$ cat src/rtl/tlb_pkg.sv
package tlb_pkg;
   typedef enum logic [1:0] {
      RGT_RDONLY = 2'b00,
      RGT_RDWR   = 2'b01,
      RGT_EXONLY = 2'b10,
      RGT_NONE   = 2'b11
   } rights_e;

   typedef enum logic [1:0] {
      ACC_LOAD  = 2'b00,
      ACC_STORE = 2'b01,
      ACC_FETCH = 2'b10,
      ACC_RSVD  = 2'b11
   } acc_e;
endpackage

$ cat src/rtl/tlb_rights_chk.sv
module tlb_rights_chk
   import tlb_pkg::*;
(
   input  logic [1:0] rights,
   input  logic [1:0] kind,
   output logic       allow
);
   always_comb begin
      unique case (rights)
         RGT_RDONLY: allow = (kind == ACC_LOAD);
         RGT_RDWR:   allow = (kind == ACC_LOAD) || (kind == ACC_STORE);
         RGT_EXONLY: allow = (kind == ACC_FETCH);
         default:    allow = 1'b0;
      endcase
   end
endmodule

$ cat src/rtl/tlb_fill_sel.sv
module tlb_fill_sel #(
   parameter int ENTRIES = 8,
   localparam int IDX_W  = $clog2(ENTRIES)
) (
   input  logic               clk,
   input  logic               rst_n,
   input  logic               fill_go,
   input  logic [ENTRIES-1:0] valid_vec,
   input  logic [ENTRIES-1:0] dup_vec,
   output logic [IDX_W-1:0]   fill_idx
);
   logic [IDX_W-1:0] ptr_q;
   logic [IDX_W-1:0] free_idx;
   logic [IDX_W-1:0] dup_idx;
   logic             free_found;
   logic             any_dup;
   logic             use_ptr;

   always_comb begin
      free_found = 1'b0;
      free_idx   = '0;
      dup_idx    = '0;
      for (int e = ENTRIES - 1; e >= 0; e--) begin
         if (!valid_vec[e]) begin
            free_found = 1'b1;
            free_idx   = IDX_W'(e);
         end
         if (dup_vec[e]) dup_idx = IDX_W'(e);
      end
      any_dup  = |dup_vec;
      use_ptr  = fill_go && !any_dup && !free_found;
      fill_idx = any_dup ? dup_idx : (free_found ? free_idx : ptr_q);
   end

   always_ff @(posedge clk) begin
      if (!rst_n) begin
         ptr_q <= '0;
      end else if (use_ptr) begin
         ptr_q <= (ptr_q == IDX_W'(ENTRIES - 1)) ? '0 : ptr_q + 1'b1;
      end
   end
endmodule

$ cat src/rtl/tlb_xlate.sv
module tlb_xlate
   import tlb_pkg::*;
#(
   parameter int VA_W     = 32,
   parameter int PA_W     = 32,
   parameter int PG_OFS_W = 12,
   parameter int ENTRIES  = 8,
   localparam int VPN_W   = VA_W - PG_OFS_W,
   localparam int PFN_W   = PA_W - PG_OFS_W,
   localparam int IDX_W   = $clog2(ENTRIES)
) (
   input  logic             clk,
   input  logic             rst_n,
   input  logic             req_valid,
   input  logic [VA_W-1:0]  req_vaddr,
   input  logic [1:0]       req_kind,
   input  logic             flush,
   input  logic             fill_en,
   input  logic [VPN_W-1:0] fill_vpn,
   input  logic [PFN_W-1:0] fill_pfn,
   input  logic [1:0]       fill_rights,
   output logic             rsp_valid,
   output logic             rsp_hit,
   output logic             rsp_miss,
   output logic             rsp_fault,
   output logic [PA_W-1:0]  rsp_paddr,
   output logic             rsp_ref,
   output logic             rsp_dirty
);
   if (ENTRIES < 2) begin : g_bad_entries
      $error("tlb_xlate: ENTRIES must be at least 2");
   end
   if (VA_W <= PG_OFS_W) begin : g_bad_va
      $error("tlb_xlate: VA_W must exceed PG_OFS_W");
   end
   if (PA_W <= PG_OFS_W) begin : g_bad_pa
      $error("tlb_xlate: PA_W must exceed PG_OFS_W");
   end

   logic [VPN_W-1:0] tag_q [ENTRIES];
   logic [PFN_W-1:0] pfn_q [ENTRIES];
   logic [1:0]       rgt_q [ENTRIES];
   logic [ENTRIES-1:0] vld_q, ref_q, dty_q;

   logic [VPN_W-1:0]   req_vpn;
   logic [ENTRIES-1:0] hit_vec;
   logic [ENTRIES-1:0] dup_vec;
   logic [PFN_W-1:0]   sel_pfn;
   logic [1:0]         sel_rgt;
   logic               sel_ref, sel_dty;
   logic               allow;
   logic               lk_hit, lk_miss, lk_fault;
   logic               fill_go;
   logic               is_store;
   logic [IDX_W-1:0]   fill_idx;

   assign req_vpn  = req_vaddr[VA_W-1:PG_OFS_W];
   assign fill_go  = fill_en && !flush;
   assign is_store = (req_kind == ACC_STORE);

   for (genvar g = 0; g < ENTRIES; g++) begin : g_cmp
      assign hit_vec[g] = vld_q[g] && (tag_q[g] == req_vpn);
      assign dup_vec[g] = vld_q[g] && (tag_q[g] == fill_vpn);
   end

   always_comb begin
      sel_pfn = '0;
      sel_rgt = '0;
      sel_ref = 1'b0;
      sel_dty = 1'b0;
      for (int e = 0; e < ENTRIES; e++) begin
         if (hit_vec[e]) begin
            sel_pfn |= pfn_q[e];
            sel_rgt |= rgt_q[e];
            sel_ref |= ref_q[e];
            sel_dty |= dty_q[e];
         end
      end
   end

   tlb_rights_chk u_rights (
      .rights (sel_rgt),
      .kind   (req_kind),
      .allow  (allow)
   );

   assign lk_hit   = req_valid && (|hit_vec) && allow;
   assign lk_fault = req_valid && (|hit_vec) && !allow;
   assign lk_miss  = req_valid && !(|hit_vec);

   tlb_fill_sel #(.ENTRIES(ENTRIES)) u_fill_sel (
      .clk       (clk),
      .rst_n     (rst_n),
      .fill_go   (fill_go),
      .valid_vec (vld_q),
      .dup_vec   (dup_vec),
      .fill_idx  (fill_idx)
   );

   always_ff @(posedge clk) begin
      if (!rst_n) begin
         vld_q <= '0;
         ref_q <= '0;
         dty_q <= '0;
         for (int e = 0; e < ENTRIES; e++) begin
            tag_q[e] <= '0;
            pfn_q[e] <= '0;
            rgt_q[e] <= RGT_NONE;
         end
      end else begin
         for (int e = 0; e < ENTRIES; e++) begin
            if (flush) begin
               vld_q[e] <= 1'b0;
            end else if (fill_go && (fill_idx == IDX_W'(e))) begin
               tag_q[e] <= fill_vpn;
               pfn_q[e] <= fill_pfn;
               rgt_q[e] <= fill_rights;
               vld_q[e] <= 1'b1;
               ref_q[e] <= 1'b0;
               dty_q[e] <= 1'b0;
            end else if (lk_hit && hit_vec[e]) begin
               ref_q[e] <= 1'b1;
               if (is_store) dty_q[e] <= 1'b1;
            end
         end
      end
   end

   always_ff @(posedge clk) begin
      if (!rst_n) begin
         rsp_valid <= 1'b0;
         rsp_hit   <= 1'b0;
         rsp_miss  <= 1'b0;
         rsp_fault <= 1'b0;
         rsp_paddr <= '0;
         rsp_ref   <= 1'b0;
         rsp_dirty <= 1'b0;
      end else begin
         rsp_valid <= req_valid;
         rsp_hit   <= lk_hit;
         rsp_miss  <= lk_miss;
         rsp_fault <= lk_fault;
         rsp_paddr <= lk_hit ? {sel_pfn, req_vaddr[PG_OFS_W-1:0]} : '0;
         rsp_ref   <= lk_hit && sel_ref;
         rsp_dirty <= lk_hit && sel_dty;
      end
   end
endmodule

$ cat config.mk
export PLATFORM = sky130hd
export DESIGN_NAME = tlb_xlate
export DESIGN_NICKNAME = d
export VERILOG_FILES = /design/src/rtl/tlb_pkg.sv /design/src/rtl/tlb_rights_chk.sv /design/src/rtl/tlb_fill_sel.sv /design/src/rtl/tlb_xlate.sv
export SDC_FILE = /design/constraint.sdc
export NUM_CORES = 1
export LEC_CHECK = 0
export BUFFER_PORTS_ARGS = -buffer_cell sky130_fd_sc_hd__buf_2
export CORE_ASPECT_RATIO = 1.5
export CORE_MARGIN = 1
export CORE_UTILIZATION = 55
export DETAILED_ROUTE_END_ITERATION = 16
export GPL_TIMING_DRIVEN = 0
export PLACE_DENSITY = 0.7
export SYNTH_ARGS = -nofsm -noshare
export SYNTH_HDL_FRONTEND = slang
export SYNTH_SLANG_ARGS = --single-unit
$ cat constraint.sdc
create_clock -name clk -period 14.8 [get_ports clk]
set_input_delay 0.74 -clock clk [delete_from_list [all_inputs] [get_ports clk]]
set_output_delay 0.74 -clock clk [all_outputs]
set_load 0.05 [all_outputs]
== Yosys cells after proc, flatten, opt, wreduce, memory -nomap -nowiden ==
Memories as Yosys holds them, arrays and structs flattened.
Cells that the tools add are included.

* Register bits after elaboration: 65
* Bits in writable memories: 336
* Output and inout port bits: 38
* Memories: 3

{| class="wikitable"
|+ Memory list
! memory !! depth !! width !! read ports !! clocked after memory_dff !! wr ports !! line !! text
|-
| pfn_q || 8 || 20 || 8 || 0 || 8 || tlb_xlate.sv:41 || <nowiki>logic [PFN_W-1:0] pfn_q [ENTRIES];</nowiki>
|-
| tag_q || 8 || 20 || 8 || 0 || 8 || tlb_xlate.sv:40 || <nowiki>logic [VPN_W-1:0] tag_q [ENTRIES];</nowiki>
|-
| rgt_q || 8 || 2 || 8 || 0 || 8 || tlb_xlate.sv:42 || <nowiki>logic [1:0] rgt_q [ENTRIES];</nowiki>
|}

* Add/subtract/negate cells: 1
* Eq/ne operators: 28
* Muxes and demuxes: 150
* Bitwise gates (word level): 54
* Reductions and logical operators: 86

{| class="wikitable"
|+ Operator list
! cell !! number
|-
| $mux 20 || 24
|-
| $eq 20x20->1 || 16
|-
| $or 20x20->20 || 7
|-
| $mux 1 || 90
|-
| $mux 3 || 19
|-
| $logic_and 1x1->1 || 41
|-
| $or 1x1->1 || 38
|-
| $mux 2 || 16
|-
| $reduce_bool 2->1 || 16
|-
| $reduce_and 3->1 || 8
|-
| $reduce_and 2->1 || 9
|-
| $reduce_or 8->1 || 2
|-
| $eq 3x3->1 const B || 5
|-
| $or 2x2->2 || 7
|-
| $eq 3x2->1 const B || 2
|-
| $logic_not 1->1 || 5
|-
| $eq 2x1->1 const B || 2
|-
| $eq 2x2->1 const B || 2
|-
| $logic_not 2->1 || 2
|-
| $add 3x1->3 const B || 1
|-
| $eq 3x1->1 const B || 1
|-
| $logic_not 3->1 || 1
|-
| $pmux 1 s3 || 1
|-
| $not 1->1 || 2
|-
| other kinds (2) || 2
|}

== Logic depth before layout (Yosys ltp) ==
Gate-level depths: netlist of the first run.

* Word-level depth: 23
* Mapped depth: 12

== Hierarchy ==
From an unflattened synthesis of the first run, not the netlist that was laid out.

* Cell total of the unflattened synthesis: 1,524
* Area, all modules: 18,600.3 µm²

{| class="wikitable"
|+ Modules (own cells, without submodules)
! module !! instances !! cells an instance !! area each (µm²)
|-
| tlb_xlate || 1 || 1,478 || 18,226.2
|-
| tlb_fill_sel || 1 || 43 || 336.6
|-
| tlb_rights_chk || 1 || 3 || 37.5
|}

== Least setup slack after synthesis of the first run ==
No wires, ideal clock.

* Kind: in2reg
* From: in fill_vpn[12]
* To: mem pfn_q[1][40] (netlist bit), enable pin
* Setup time: 0.504 ns
* Arrival: 5.878 ns
* Setup slack: 8.418 ns
* Stages: 9
* Cells stage by stage: buf_2 > xor2_1 > nor4_1 > nand4_1 > nor4_2 > and4b_1 > a211oi_1 > or3b_2 > o21ai_0

{| class="wikitable"
|+ RTL lines
! what !! line !! text
|-
| start: declaration || tlb_xlate.sv:19 || <nowiki>input logic [VPN_W-1:0] fill_vpn,</nowiki>
|-
| end: declaration || tlb_xlate.sv:41 ||
|}

==> out/results.env, run 1 <==
OUTCOME='completed'
DIE_Y_UM=231.3
SYNTH.CELL_AREA_UM2=19280
GRTUSAGETOTAL=0.3946
DRTANTENNAVIOLNETS=0
R2R_SLACK_NS=9.42
TIMING.CRITICAL_PATH.FROM='fill_vpn[10]'
CRITPATHLAUNCHTYPE='input port'
CRIT_REQUIRED_NS=15.10
LAYOUT.NETS=1863
ANTENNA_FOUND_INITIAL=0
TIGHTEST_SLEW_NS=1.322
INSERTION_DELAY_NS=0.56
MAXSLEWVIOLCOUNT=0
GRT_FIRST_PASS_WIRELENGTH_UM=97830
HOLD_END='rsp_paddr[5]$_SDFF_PN0_'
POWER_DENSITY_nW_PER_UM2=117.0
REPORT.FINAL.HOLD_VIOL_COUNT=0
SEQ_POWER_SHARE=0.508
SETUP-TNS-FINAL_NS=0
VIAS_PER_CELL=6.353
STATIC-LEAKAGE-POWER_uW=0.007710
GRT.OVERFLOW.TOTAL=0
SHARE_OF_POST_ROUTE_CELLS_WITH_DRIVE_STRENGTH_ABOVE_1=0.1298
R2R.WORST_PATH.CELLS=12
POST_CTS_REPAIR_SETUP_BUFFERS=0
SEQ_AREA_FRAC_SYNTH=0.5908
POWER.IR.VDD_WORST_uV=112.6
DRT_ITER0_MARKERS=1589
CELL_COUNT_OF_THE_WORST_HOLD_PATH=2
AREA_OF_THE_MULTI_INPUT_GATES_UM2=7191
FINAL-SEQ-AREA_UM2=11390
RR_STARTPOINT='tag_q[0][50]$_SDFFCE_PN0P_'
ASYNC_RESET_FF_FRAC=0
CRITICALPATHCATEGORY='in -> reg'
MIN_PATH_TYPE='in -> reg'
SETUP_REPAIR_AFTER_GLOBAL_ROUTING_MISSED_ITS_MARGIN='no'
MOST_FREQUENT_STANDARD_CELL_IN_THE_LAYOUT_EXCLUDING_FILL_AND_TAP_CELLS='edfxtp_1'
R2R_END='tag_q[1][27]$_SDFFCE_PN0P_'
TIMING.MAX_CAP.VIOLATIONS=0
SYNTH_EDF_COUNT=336
FINAL.FILL_COUNT=2782
DIE_AR_UM2=35820
SHARE_COMB_OF_TOTAL_POWER=0.094
SYNTHFLOPTYPE='edfxtp_1'
CTS.ROOT.BUFFER_CELL='clkbuf_16'
FINAL_CELL_MIX='edfxtp_1 (336), nor2_1 (246), xnor2_1 (246)'
CRITICAL_PATH.MAX_FANOUT=26
CTS.SINKS=401
ANTENNADIODECOUNT=0
TIMING.FINAL.CRIT_PERIOD_NS=5.550
GRT_MAX_DEGREE=36
SETUP_VIOL=0
CLOCK_NETWORK_FRACTION_OF_TOTAL_POWER=0.398
WORST_HOLD_SLACK_NS=0.3882
HTREE_NUM_LEVELS=2
SYNTH_FP_NETS=1734
SYNTH.FF_LATCH_COUNT=401
WORST_HOLD_STARTPOINT='req_vaddr[5]'
SYN_INST=1651
FP.COREAREA_UM2=34370
ROUTE.DETAILED.WL_PER_INST_UM=30.41
DIE_X_UM=154.9
CTS-BUFFERS-INSERTED=39
AREA_GROWTH_PCT=12.93
CTS-HOLD-FIX-BUFFERS=0
POST_SYNTH.CELL_AREA_AVG_UM2=11.68
TOTAL_SWITCHING_POWER_uW=636.3
INTERNAL_POWER_uW=1912
SYNTHDISTINCTLIBCELLS=57
FINAL.PERIOD_UTILIZATION=0.3750
SETUP.WORST_PATH.END_CLASS='flop'
DETAILED_PLACE_HPWL_UM=47730
CTS.REPAIR.RESIZED=0
SW_FRAC_OF_TOTAL=0.2497
ROUTE.FINAL.WIRE_LENGTH_UM=69280
INITIAL_UTILIZATION=0.5609
ROWS=83
NUMBER_OF_GLOBAL_ROUTE_VIAS_BEFORE_REPAIR=14469
POST-ROUTE-DRC-COUNT=0
CTS-ROOT-TO-SINK-BUFFERS=3
DETAILROUTE.VIA_COUNT=14471
FINALCLOCKSKEW_NS=0.01785
DESIGN.PORTCOUNT=119
SLEW_HEADROOM=0.1103
CLKSLEWWORSTSETUPHOLDPATHS_NS=0.06
HIGHEST_CLOCK_RATE_GHz=0.1802
TRITONCTS_CLOCK_TREE='built'
ARRIVAL_TIME_REPORTED_FOR_THE_CRITICAL_PATH_ENDPOINT_NS=5.85
NUMPORTBUFFERS=78
PLACE.GP.CONGESTION=1.078
SYNTH-WARNING-COUNT=0
DRT_PASS1_ITERATIONS=5
## cell type report
| type | count | share of cell area |
|---|---|---|
| Sequential cell | 401 | 0.5232 |
| Multi-Input combinational cell | 1092 | 0.3303 |
| Clock buffer | 53 | 0.05293 |
| Tap cell | 467 | 0.02684 |
| Timing Repair Buffer | 88 | 0.02644 |
| Buffer | 105 | 0.02454 |
| Inverter | 53 | 0.009137 |
| Clock inverter | 19 | 0.006666 |
## metal layers
layer	part of all wire	vias up	GRT usage
met5	0	-	0
met4	0.094	0	0.3230
met3	0.090	315	0.07423
met2	0.48	926	0.6571
met1	0.33	7019	0.4402
li1	-	6211	-
## stage by stage
step / cells / utilization / setup slack [ns] / total power (uW) / area [um2]
after CTS: 2277 / 0.6330 / 9.365 / 2535 / 21760
final: 2278 / 0.6334 / 9.250 / 2548 / 21770
after detailed placement: 2205 / 0.5952 / 8.824 / 1550 / 20460
after global routing: 2278 / 0.6334 / 9.410 / 2593 / 21770
after floorplan: 1651 / - / 8.418 / 1457 / 19280
after global placement: 2196 / 0.5892 / 4.455 / 1544 / 20250
## worst max path at each step
stage	end	slack, ns	cells past startpoint
CTS	tag_q[1][31]$_SDFFCE_PN0P_	9.37	11
detailed placement	tag_q[1][23]$_SDFFCE_PN0P_	8.82	11
global route	tag_q[1][31]$_SDFFCE_PN0P_	9.41	13
global placement	pfn_q[1][42]$_DFFE_PP_	4.46	9
floorplan	pfn_q[1][40]$_DFFE_PP_	8.42	9
finish	tag_q[1][27]$_SDFFCE_PN0P_	9.25	13
## state kept, by name, summed over array words and instances, names as in the netlist
signal	flops
vld_q	8
rgt_q	16
dty_q	8
rsp_paddr	32
rsp_ref	1
rsp_dirty	1
tag_q	160
rsp_hit	1
rsp_valid	1
rsp_fault	1
u_fill_sel.ptr_q	3
ref_q	8
rsp_miss	1
pfn_q	160
## worst max-delay path, cell delays in order
cell      delay [ns]
buf_2           0.43
xor2_1          0.14
nor4_1          0.33
nand3_1         0.16
nor4_1          1.04
o21ai_0         0.27
o221ai_1        0.25
nand2_2         0.18
o211ai_1        0.32
buf_4           0.32
clkbuf_1        0.67
nand2_2         0.59
buf_12          0.37
## synth_stat cells (all sizes together) (6+ instances only)
cell | count | area (um2)
edfxtp | 336 | 10090
nor2 | 256 | 990.9
xnor2 | 246 | 2155
nand4 | 100 | 625.6
xor2 | 74 | 648.1
dfxtp | 65 | 1301
nand2 | 64 | 242.7
clkbuf | 53 | 198.9
inv | 53 | 198.9
buf | 52 | 335.3
nand3 | 47 | 247.7
a22oi | 45 | 337.8
nor4 | 39 | 250.2
and2 | 28 | 175.2
a31oi | 23 | 143.9
a221oi | 22 | 192.7
a22o | 22 | 192.7
or4 | 12 | 93.84
a21oi | 10 | 50.05
and3 | 10 | 62.56
or2 | 9 | 56.30
nand2b | 8 | 50.05
o211a | 8 | 80.08
a41o | 7 | 70.07
and4 | 7 | 61.31
nor2b | 6 | 37.54
o22ai | 6 | 37.54
## cells by family after synthesis
kind of cell             Yosys count  synth area share
flip-flops                       401            0.5908
multiplexers                       3          0.001558
AND/OR/NAND/NOR                  608            0.1590
XOR/XNOR                         320            0.1454
adder cells (fa/ha/maj)            2          0.001298
buffers and inverters            158           0.03803
AO/OA/AOI/OAI                    159           0.06392
## power groups by stage
stage / Combinational [uW] / Sequential [uW] / Clock, uW
after global placement: 224 / 1320 / 0
after floorplan: 143 / 1310 / 0
final: 239 / 1290 / 1010
after global routing: 248 / 1300 / 1050
after CTS: 232 / 1290 / 1010
after detailed placement: 231 / 1320 / 0
No activity file was read; power rests on OpenSTA's default activity.
==> run 2: changes to the inputs <==
--- a/config.mk
+++ b/config.mk
@@ -5,6 +5,7 @@
 export SDC_FILE = /design/constraint.sdc
 export NUM_CORES = 1
 export LEC_CHECK = 0
+export ABC_AREA = 1
 export BUFFER_PORTS_ARGS = -buffer_cell sky130_fd_sc_hd__buf_2
 export CORE_ASPECT_RATIO = 1.5
 export CORE_MARGIN = 1
==> constraint.sdc (replaced) <==
create_clock -name clk -period 5.7 [get_ports clk]
set_input_delay 0.285 -clock clk [delete_from_list [all_inputs] [get_ports clk]]
set_output_delay 0.285 -clock clk [all_outputs]
set_load 0.05 [all_outputs]
==> run 2 against run 1 <==
Against the previous run:
- clock power grew to 2.6 times the previous value
- cell count is 41% higher
- utilization is 0.82 points lower
- worst setup slack worse by 7.7 ns
- first-iteration DRC count is 74% higher
- combinational power grew to 3.4 times the previous value
- wire length is 44% higher
- register-to-register slack worse by 7.9 ns
- area after synthesis is 11% higher
- critical path depth stayed put
- worst hold slack worse by 0.24 ns
- count of clock-buffer cells in the layout is 6 lower
- critical endpoint is now rsp_paddr[30]$_SDFF_PN0_
- largest power group unchanged
- highest routed layer is now met5
==> out/results.env, run 2 <==
OUTCOME='completed'
TIMING.MAX_CAP.VIOLATIONS=0  # unchanged
SYNTHDISTINCTLIBCELLS=47  # -18%
SYNTH_EDF_COUNT=336  # unchanged
HTREE_NUM_LEVELS=2  # unchanged
GRT.OVERFLOW.TOTAL=0  # unchanged
FINALCLOCKSKEW_NS=0.02210  # +0.004247 ns
MAXSLEWVIOLCOUNT=0  # unchanged
PATH_DEPTH=13  # unchanged
CRITICALPATHCATEGORY='reg -> reg'
SLEW_HEADROOM=0.1589  # +0.04860
SYNTHFLOPTYPE='edfxtp_1'
ANTENNA_FOUND_INITIAL=6  # +6
DIE_X_UM=163.0  # +5.2%
CRITICAL-PATH-MAX-STAGE-DELAY_NS=0.95  # -0.09 ns
VIAS_PER_CELL=6.407  # +0.86%
SYNTH-WARNING-COUNT=0  # unchanged
AREA_GROWTH_PCT=12.39
NETLIST_TOP_CELLS_COUNT='nand2_1 (642), nor2_1 (509), edfxtp_1 (336)'
ARRIVAL_TIME_REPORTED_FOR_THE_CRITICAL_PATH_ENDPOINT_NS=4.60  # -1.25 ns
DIE_Y_UM=243.5  # +5.3%
REPORT.FINAL.HOLD_VIOL_COUNT=0  # unchanged
SEQ_AREA_FRAC_SYNTH=0.5329  # -0.05796
CRIT_REQUIRED_NS=6.16  # -8.94 ns
SYNTH_FP_NETS=2616  # +51%
HIGHEST_CLOCK_RATE_GHz=0.2417
POST_SYNTH_MAIN_AREA_CONTRIBUTORS='edfxtp_1 (47%), nand2_1 (11%), nor2_1 (8.9%), dfxtp_1 (6.1%), inv_1 (4.2%)'
CRIT_FAMILY='simple AND/OR/NAND/NOR gates'
GRT_FIRST_PASS_WIRELENGTH_UM=138600  # +42%
SETUP.WORST_PATH.END_CLASS='flop'
ROWS=88  # +6.0%
POST-SYNTH-TOP-COUNT-CELL='nand2_1'
FINAL_CELL_MIX='nand2_1 (634), nor2_1 (509), edfxtp_1 (336)'
SYN_INST=2533  # +53%
WORST_HOLD_SLACK_NS=0.1511  # -0.2371 ns
CRITICAL_PATH.MAX_FANOUT=10  # -62%
INITIAL_UTILIZATION=0.5563  # -0.004581
CRIT_CHAIN='inv_1 > nand2_1 > o21ai_0 > nor2_1 > nand2_1 > nor2_1 > nand3_1 > inv_1 > nor3_2 > a21boi_4 > nand4_4 > buf_6 > a41oi_2'
DETAILROUTE.VIA_COUNT=20643  # +43%
POST_CTS_REPAIR_SETUP_BUFFERS=0  # unchanged
SYNTH.FF_LATCH_COUNT=401  # unchanged
CRIT_SLOWEST_CELL='nor2_1'
ROUTE.DETAILED.WL_PER_INST_UM=30.90  # +1.6%
DRT_PASS1_ITERATIONS=7  # +2
HOLD_END='rgt_q[1][3]$_SDFFCE_PN1P_'
ROUTE.FINAL.WIRE_LENGTH_UM=99540  # +44%
R2R_SLACK_NS=1.56  # -7.86 ns
NUMPORTBUFFERS=95  # +22%
FINAL.PERIOD_UTILIZATION=0.7259
RR_STARTPOINT='tag_q[0][5]$_SDFFCE_PN0P_'
TIMING.FINAL.CRIT_PERIOD_NS=4.138
NUMBER_OF_GLOBAL_ROUTE_VIAS_BEFORE_REPAIR=19873  # +37%
POWER_DENSITY_nW_PER_UM2=282.4  # +140%
TOTALPOWERFINAL_uW=6786  # +170%
CTS.SINKS=401  # unchanged
CTS-BUFFERS-INSERTED=38  # -2.6%
STATIC-LEAKAGE-POWER_uW=0.01004  # +30%
PLACE.GP.CONGESTION=1.122  # +4.1%
WORST_HOLD_STARTPOINT='fill_rights[1]'
SETUP_REPAIR_AFTER_GLOBAL_ROUTING_MISSED_ITS_MARGIN='no'
MOST_FREQUENT_STANDARD_CELL_IN_THE_LAYOUT_EXCLUDING_FILL_AND_TAP_CELLS='nand2_1'
CELL_COUNT_OF_THE_WORST_HOLD_PATH=3  # +1
POST-ROUTE-DRC-COUNT=0  # unchanged
INSERTION_DELAY_NS=0.57  # about the same
POST_SYNTH.CELL_AREA_AVG_UM2=8.439  # -28%
SHARE_OF_POST_ROUTE_CELLS_WITH_DRIVE_STRENGTH_ABOVE_1=0.1243  # -0.005452
CRITPATHLAUNCHTYPE='flop'
TIMING.CRITICAL_PATH.BUF_INV=3  # -1
CELL_TYPE_CONTRIBUTING_THE_MOST_TOTAL_CELL_AREA_AFTER_SYNTHESIS='edfxtp_1'
TIGHTEST_SLEW_NS=1.257  # -0.06535 ns
CTS-ROOT-TO-SINK-BUFFERS=3  # unchanged
ASYNC_RESET_FF_FRAC=0  # unchanged
R2R_END='rsp_paddr[30]$_SDFF_PN0_'
SETUP_VIOL=0  # unchanged
LAYOUT.NETS=2772  # +49%
SYNTH.CELL_AREA_UM2=21380  # +11%
SETUP-TNS-FINAL_NS=0  # unchanged
TRITONCTS_CLOCK_TREE='built'
R2R.WORST_PATH.CELLS=13  # +1
GRT_MAX_DEGREE=36  # unchanged
CLKSLEWWORSTSETUPHOLDPATHS_NS=0.07  # about the same
BIGGEST_REGS='pfn_q (160), tag_q (160), rsp_paddr (32)'
CTS.ROOT.BUFFER_CELL='clkbuf_16'
DESIGN.PORTCOUNT=119  # unchanged
DRTANTENNAVIOLNETS=0  # unchanged
POWER.IR.VDD_WORST_uV=418.9  # +270%
GRTUSAGETOTAL=0.5107  # +0.1161
MIN_PATH_TYPE='in -> reg'
DIE_AR_UM2=39680  # +11%
DRT_ITER0_MARKERS=2768  # +74%
FP.COREAREA_UM2=38430  # +12%
DETAILED_PLACE_HPWL_UM=69410  # +45%
YOSYS.AREA.TOP_TYPE_SHARE=0.4720  # -0.05134
-- run 2: worst max-delay path by stage --
stage                                     from                         end  slack (ns)
floorplan                          fill_vpn[5]  pfn_q[0][60]$_SDFFCE_PN0P_        2.66
global placement                   fill_vpn[4]  tag_q[0][13]$_SDFFCE_PN0P_        0.58
detailed placement                 fill_vpn[4]  tag_q[0][17]$_SDFFCE_PN0P_        1.69
CTS                      vld_q[3]$_SDFFE_PP0P_  tag_q[0][17]$_SDFFCE_PN0P_        1.97
global route        tag_q[0][52]$_SDFFCE_PN0P_   tag_q[0][8]$_SDFFCE_PN0P_        1.60
finish               tag_q[0][5]$_SDFFCE_PN0P_    rsp_paddr[30]$_SDFF_PN0_        1.56
-- run 2: final cells by class --
type,instances,area [um2]
flip-flops and latches,401,11390
multi-input cells,1764,8407
fillers,3169,14400
inverters,269,1010
clock buffers,47,1016
clock inverters,23,207.7
repair buffers,116,765.7
well taps,495,619.3
diodes,8,20.02
plain buffers,99,589.3
-- run 2: cells by family after synthesis --
family | count (synthesis) | share of synthesized area
and+or+nand+nor | 1332 | 0.2543
DFF | 401 | 0.5329
buffers and inverters | 368 | 0.07480
AOI/OAI and AO/OA | 352 | 0.1049
xor gates and xnor gates | 78 | 0.03196
adders and majority gates | 2 | 0.001170
-- run 2: metrics by stage --
step / setup slack (ns) / instance area [um2] / utilization / instances
2_1_floorplan: 2.664 / 21380 / - / 2533
4_1_cts: 1.973 / 24010 / 0.6247 / 3214
3_3_place_gp: 0.5800 / 22470 / 0.5848 / 3123
5_1_grt: 1.603 / 24010 / 0.6247 / 3214
6_report: 1.562 / 24030 / 0.6252 / 3222
3_5_place_dp: 1.689 / 22650 / 0.5895 / 3131
-- run 2: power breakdown --
part           switching (uW)  internal (uW)  leakage, uW
clock network            1190           1380     0.000600
logic                     606            204      0.00553
registers                 101           3300      0.00391
-- run 2: routing by layer --
metal	up-vias	global-route usage	part of all wire
met4	2	0.5047	0.12
met2	1771	0.7826	0.45
met1	9538	0.5391	0.30
met5	-	0	0.00018
li1	8699	-	-
met3	633	0.1708	0.13
-- run 2: tightest hold or removal path: stages --
cell and delay [ns]:
buf_2 0.07, inv_1 0.13, nand3_1 0.12
-- run 2: what timing repair did --
action | 4_1_cts | 5_1_grt
resized for setup | 0 | 0
endpoints found under the hold margin | 13 | 0
setup endpoints to repair | 0 | 0
hold buffers | 13 | 0
==> run 3: changes to the inputs <==
--- a/config.mk
+++ b/config.mk
@@ -5,7 +5,7 @@
 export SDC_FILE = /design/constraint.sdc
 export NUM_CORES = 1
 export LEC_CHECK = 0
-export ABC_AREA = 1
+export ABC_AREA = 0
 export BUFFER_PORTS_ARGS = -buffer_cell sky130_fd_sc_hd__buf_2
 export CORE_ASPECT_RATIO = 1.5
 export CORE_MARGIN = 1
==> constraint.sdc (replaced) <==
create_clock -name clk -period 4.2 [get_ports clk]
set_input_delay 0.21 -clock clk [delete_from_list [all_inputs] [get_ports clk]]
set_output_delay 0.21 -clock clk [all_outputs]
set_load 0.05 [all_outputs]
==> run 3 against run 2 <==
Against the previous run:
- global-route usage decreased by 12 points
- critical path type unchanged
- count of clock-buffer cells in the layout increased by 9
- die area shrank 9.7%
- worst setup slack got worse by 1.5 ns
- clock power rose by 43%
- cell area decreased by 8.2%
- sequential power grew 34%
- utilization increased by 1.6 points
- via count fell by 29%
- first-iteration DRC count is 36% lower
- non-clock buffer count is 7 lower
- critical path depth is 3 lower
- highest routed layer unchanged
==> out/results.env, run 3 (synthesis results as in run 1) <==
CTS-ROOT-TO-SINK-BUFFERS=3  # unchanged
HIGHEST_CLOCK_RATE_GHz=0.2389  # -1.1%
CTS-BUFFERS-INSERTED=39  # +2.6%
POWER.IR.VDD_WORST_uV=420.2  # +0.30%
DETAILROUTE.VIA_COUNT=14596  # -29%
GRTUSAGETOTAL=0.3897  # -0.1210
CRITICAL_PATH.MAX_FANOUT=23  # +13
MOST_FREQUENT_STANDARD_CELL_IN_THE_LAYOUT_EXCLUDING_FILL_AND_TAP_CELLS='edfxtp_1'
CRITICALPATHCATEGORY='reg -> reg'
FINALCLOCKSKEW_NS=0.02317  # +0.001073 ns
VIAS_PER_CELL=6.365  # -0.65%
HTREE_NUM_LEVELS=2  # unchanged
CRIT_REQUIRED_NS=4.46  # -1.70 ns
POST-ROUTE-DRC-COUNT=0  # unchanged
CLKSLEWWORSTSETUPHOLDPATHS_NS=0.06  # about the same
CTS.SINKS=401  # unchanged
TIMING.FINAL.CRIT_PERIOD_NS=4.186  # +0.04809 ns
SETUP-TNS-FINAL_NS=0  # unchanged
AREA_OF_THE_MULTI_INPUT_GATES_UM2=7247  # -14%
TIGHTEST_SLEW_NS=1.116  # -0.1406 ns
FP.COREAREA_UM2=34370  # -11%
MAXSLEWVIOLCOUNT=0  # unchanged
NUMPORTBUFFERS=78  # -18%
GRT_FIRST_PASS_WIRELENGTH_UM=96140  # -31%
STATIC-LEAKAGE-POWER_uW=0.007837  # -22%
TIMING.MAX_CAP.VIOLATIONS=0  # unchanged
FINAL_CELL_MIX='edfxtp_1 (336), nor2_1 (246), xnor2_1 (246)'
TRITONCTS_CLOCK_TREE='built'
ARRIVAL_TIME_REPORTED_FOR_THE_CRITICAL_PATH_ENDPOINT_NS=4.44  # -0.16 ns
DIE_X_UM=154.9  # -5.0%
ROUTE.FINAL.WIRE_LENGTH_UM=68800  # -31%
SHARE_OF_POST_ROUTE_CELLS_WITH_DRIVE_STRENGTH_ABOVE_1=0.1336  # +0.009315
DESIGN.PORTCOUNT=119  # unchanged
CTS.ROOT.BUFFER_CELL='clkbuf_16'
NUMBER_OF_GLOBAL_ROUTE_VIAS_BEFORE_REPAIR=14511  # -27%
FINAL.FILL_COUNT=2764  # -13%
ROUTE.DETAILED.WL_PER_INST_UM=30.00  # -2.9%
GRT_MAX_DEGREE=36  # unchanged
DRTANTENNAVIOLNETS=0  # unchanged
PLACE_WORST_SETUP_SLACK_NS=-1.179  # -2.868 ns
ANTENNADIODECOUNT=0  # -8
LAYOUT.NETS=1878  # -32%
SETUP.WORST_PATH.END_CLASS='flop'
ROWS=83  # -5.7%
INITIAL_UTILIZATION=0.5609  # +0.004581
SLEW_HEADROOM=0.2557  # +0.09683
FINAL.PERIOD_UTILIZATION=0.9966  # +0.2707
ANTENNA_FOUND_INITIAL=1  # -5
INSERTION_DELAY_NS=0.57  # about the same
DRT_ITER0_MARKERS=1782  # -36%
REPORT.FINAL.HOLD_VIOL_COUNT=0  # unchanged
SETUP_VIOL=0  # unchanged
POST-ROUTE-WORST-SETUP-SLACK_NS=0.01411  # -1.548 ns
CRITPATHLAUNCHTYPE='flop'
DETAILED_PLACE_HPWL_UM=46690  # -33%
GRT.OVERFLOW.TOTAL=0  # unchanged
AREA_GROWTH_PCT=14.36
DIE_Y_UM=231.3  # -5.0%
PLACE.GP.CONGESTION=1.107  # -1.4%
FINAL-SEQ-AREA_UM2=11390  # unchanged
MIN_PATH_TYPE='in -> reg'
DIE_AR_UM2=35820  # -9.7%
BIGGEST_REGS='pfn_q (160), tag_q (160), rsp_paddr (32)'
SETUP_REPAIR_AFTER_GLOBAL_ROUTING_MISSED_ITS_MARGIN='yes'
DRT_PASS1_ITERATIONS=6  # -1
POWER_DENSITY_nW_PER_UM2=412.5  # +46%
OUTCOME='completed'
-- run 3: layout make-up --
type,count,area share
repair buffers,104,0.03428
plain buffers,104,0.02440
clock inverters,16,0.008682
flip-flops and latches,401,0.5166
inverters,53,0.009023
clock buffers,56,0.05181
well taps,467,0.02650
multi-input cells,1092,0.3287
-- run 3: path summary, 6_finish.rpt --
check	start	to	slack, ns	cells past startpoint
min	req_valid	rsp_valid$_SDFF_PN0_	0.01	2
max reg2reg	tag_q[0][76]$_SDFFCE_PN0P_	pfn_q[0][70]$_SDFFCE_PN0P_	0.01	10
max	tag_q[0][76]$_SDFFCE_PN0P_	pfn_q[0][70]$_SDFFCE_PN0P_	0.01	10
min reg2reg	dty_q[6]$_SDFFE_PN0P_	dty_q[6]$_SDFFE_PN0P_	0.49	2
-- run 3: power by group --
part	internal (uW)	switching, uW	total (uW)
combinational	280	580	860
clock	2150	1530	3680
sequential	4470	93.0	4560
total	6900	2200	9100
-- run 3: through the flow --
| step | hold WS (ns) | area [um2] | utilization | total power, uW | cells |
|---|---|---|---|---|---|
| after global routing | 0.03416 | 22050 | 0.6414 | 9290 | 2293 |
| after floorplan | 0.3317 | 19280 | - | 5134 | 1651 |
| after global placement | 0.4097 | 20260 | 0.5893 | 5431 | 2196 |
| final | 0.01344 | 22050 | 0.6414 | 9095 | 2293 |
| after detailed placement | 0.4132 | 20480 | 0.5959 | 5458 | 2205 |
| after CTS | 0.01460 | 22040 | 0.6411 | 9048 | 2294 |
-- run 3: timing repair --
action / in CTS / in global routing
pin swaps: 3 / 0
endpoints found under the hold margin: 12 / 0
endpoints found under the setup margin: 334 / 127
resized for setup: 11 / 7
hold buffers: 12 / 0
setup buffers: 5 / 0
-- run 3: per-layer routing --
metal / GRT usage / vias up / part of all wire
met5: 0 / - / 0.00015
met4: 0.3478 / 2 / 0.10
met3: 0.08527 / 340 / 0.10
met2: 0.6415 / 1019 / 0.47
met1: 0.4216 / 6990 / 0.32
li1: - / 6245 / -
-- run 3: worst max-delay path, stage by stage (launching register included) --
cell	delay, ns
edfxtp_1	0.42
xnor2_1	0.37
nand4_1	0.15
nor4_1	0.42
nand4_1	0.39
nand4_1	0.32
o221ai_1	0.18
nand2_2	0.22
nand3_2	0.55
nand2_4	0.59
buf_12	0.25
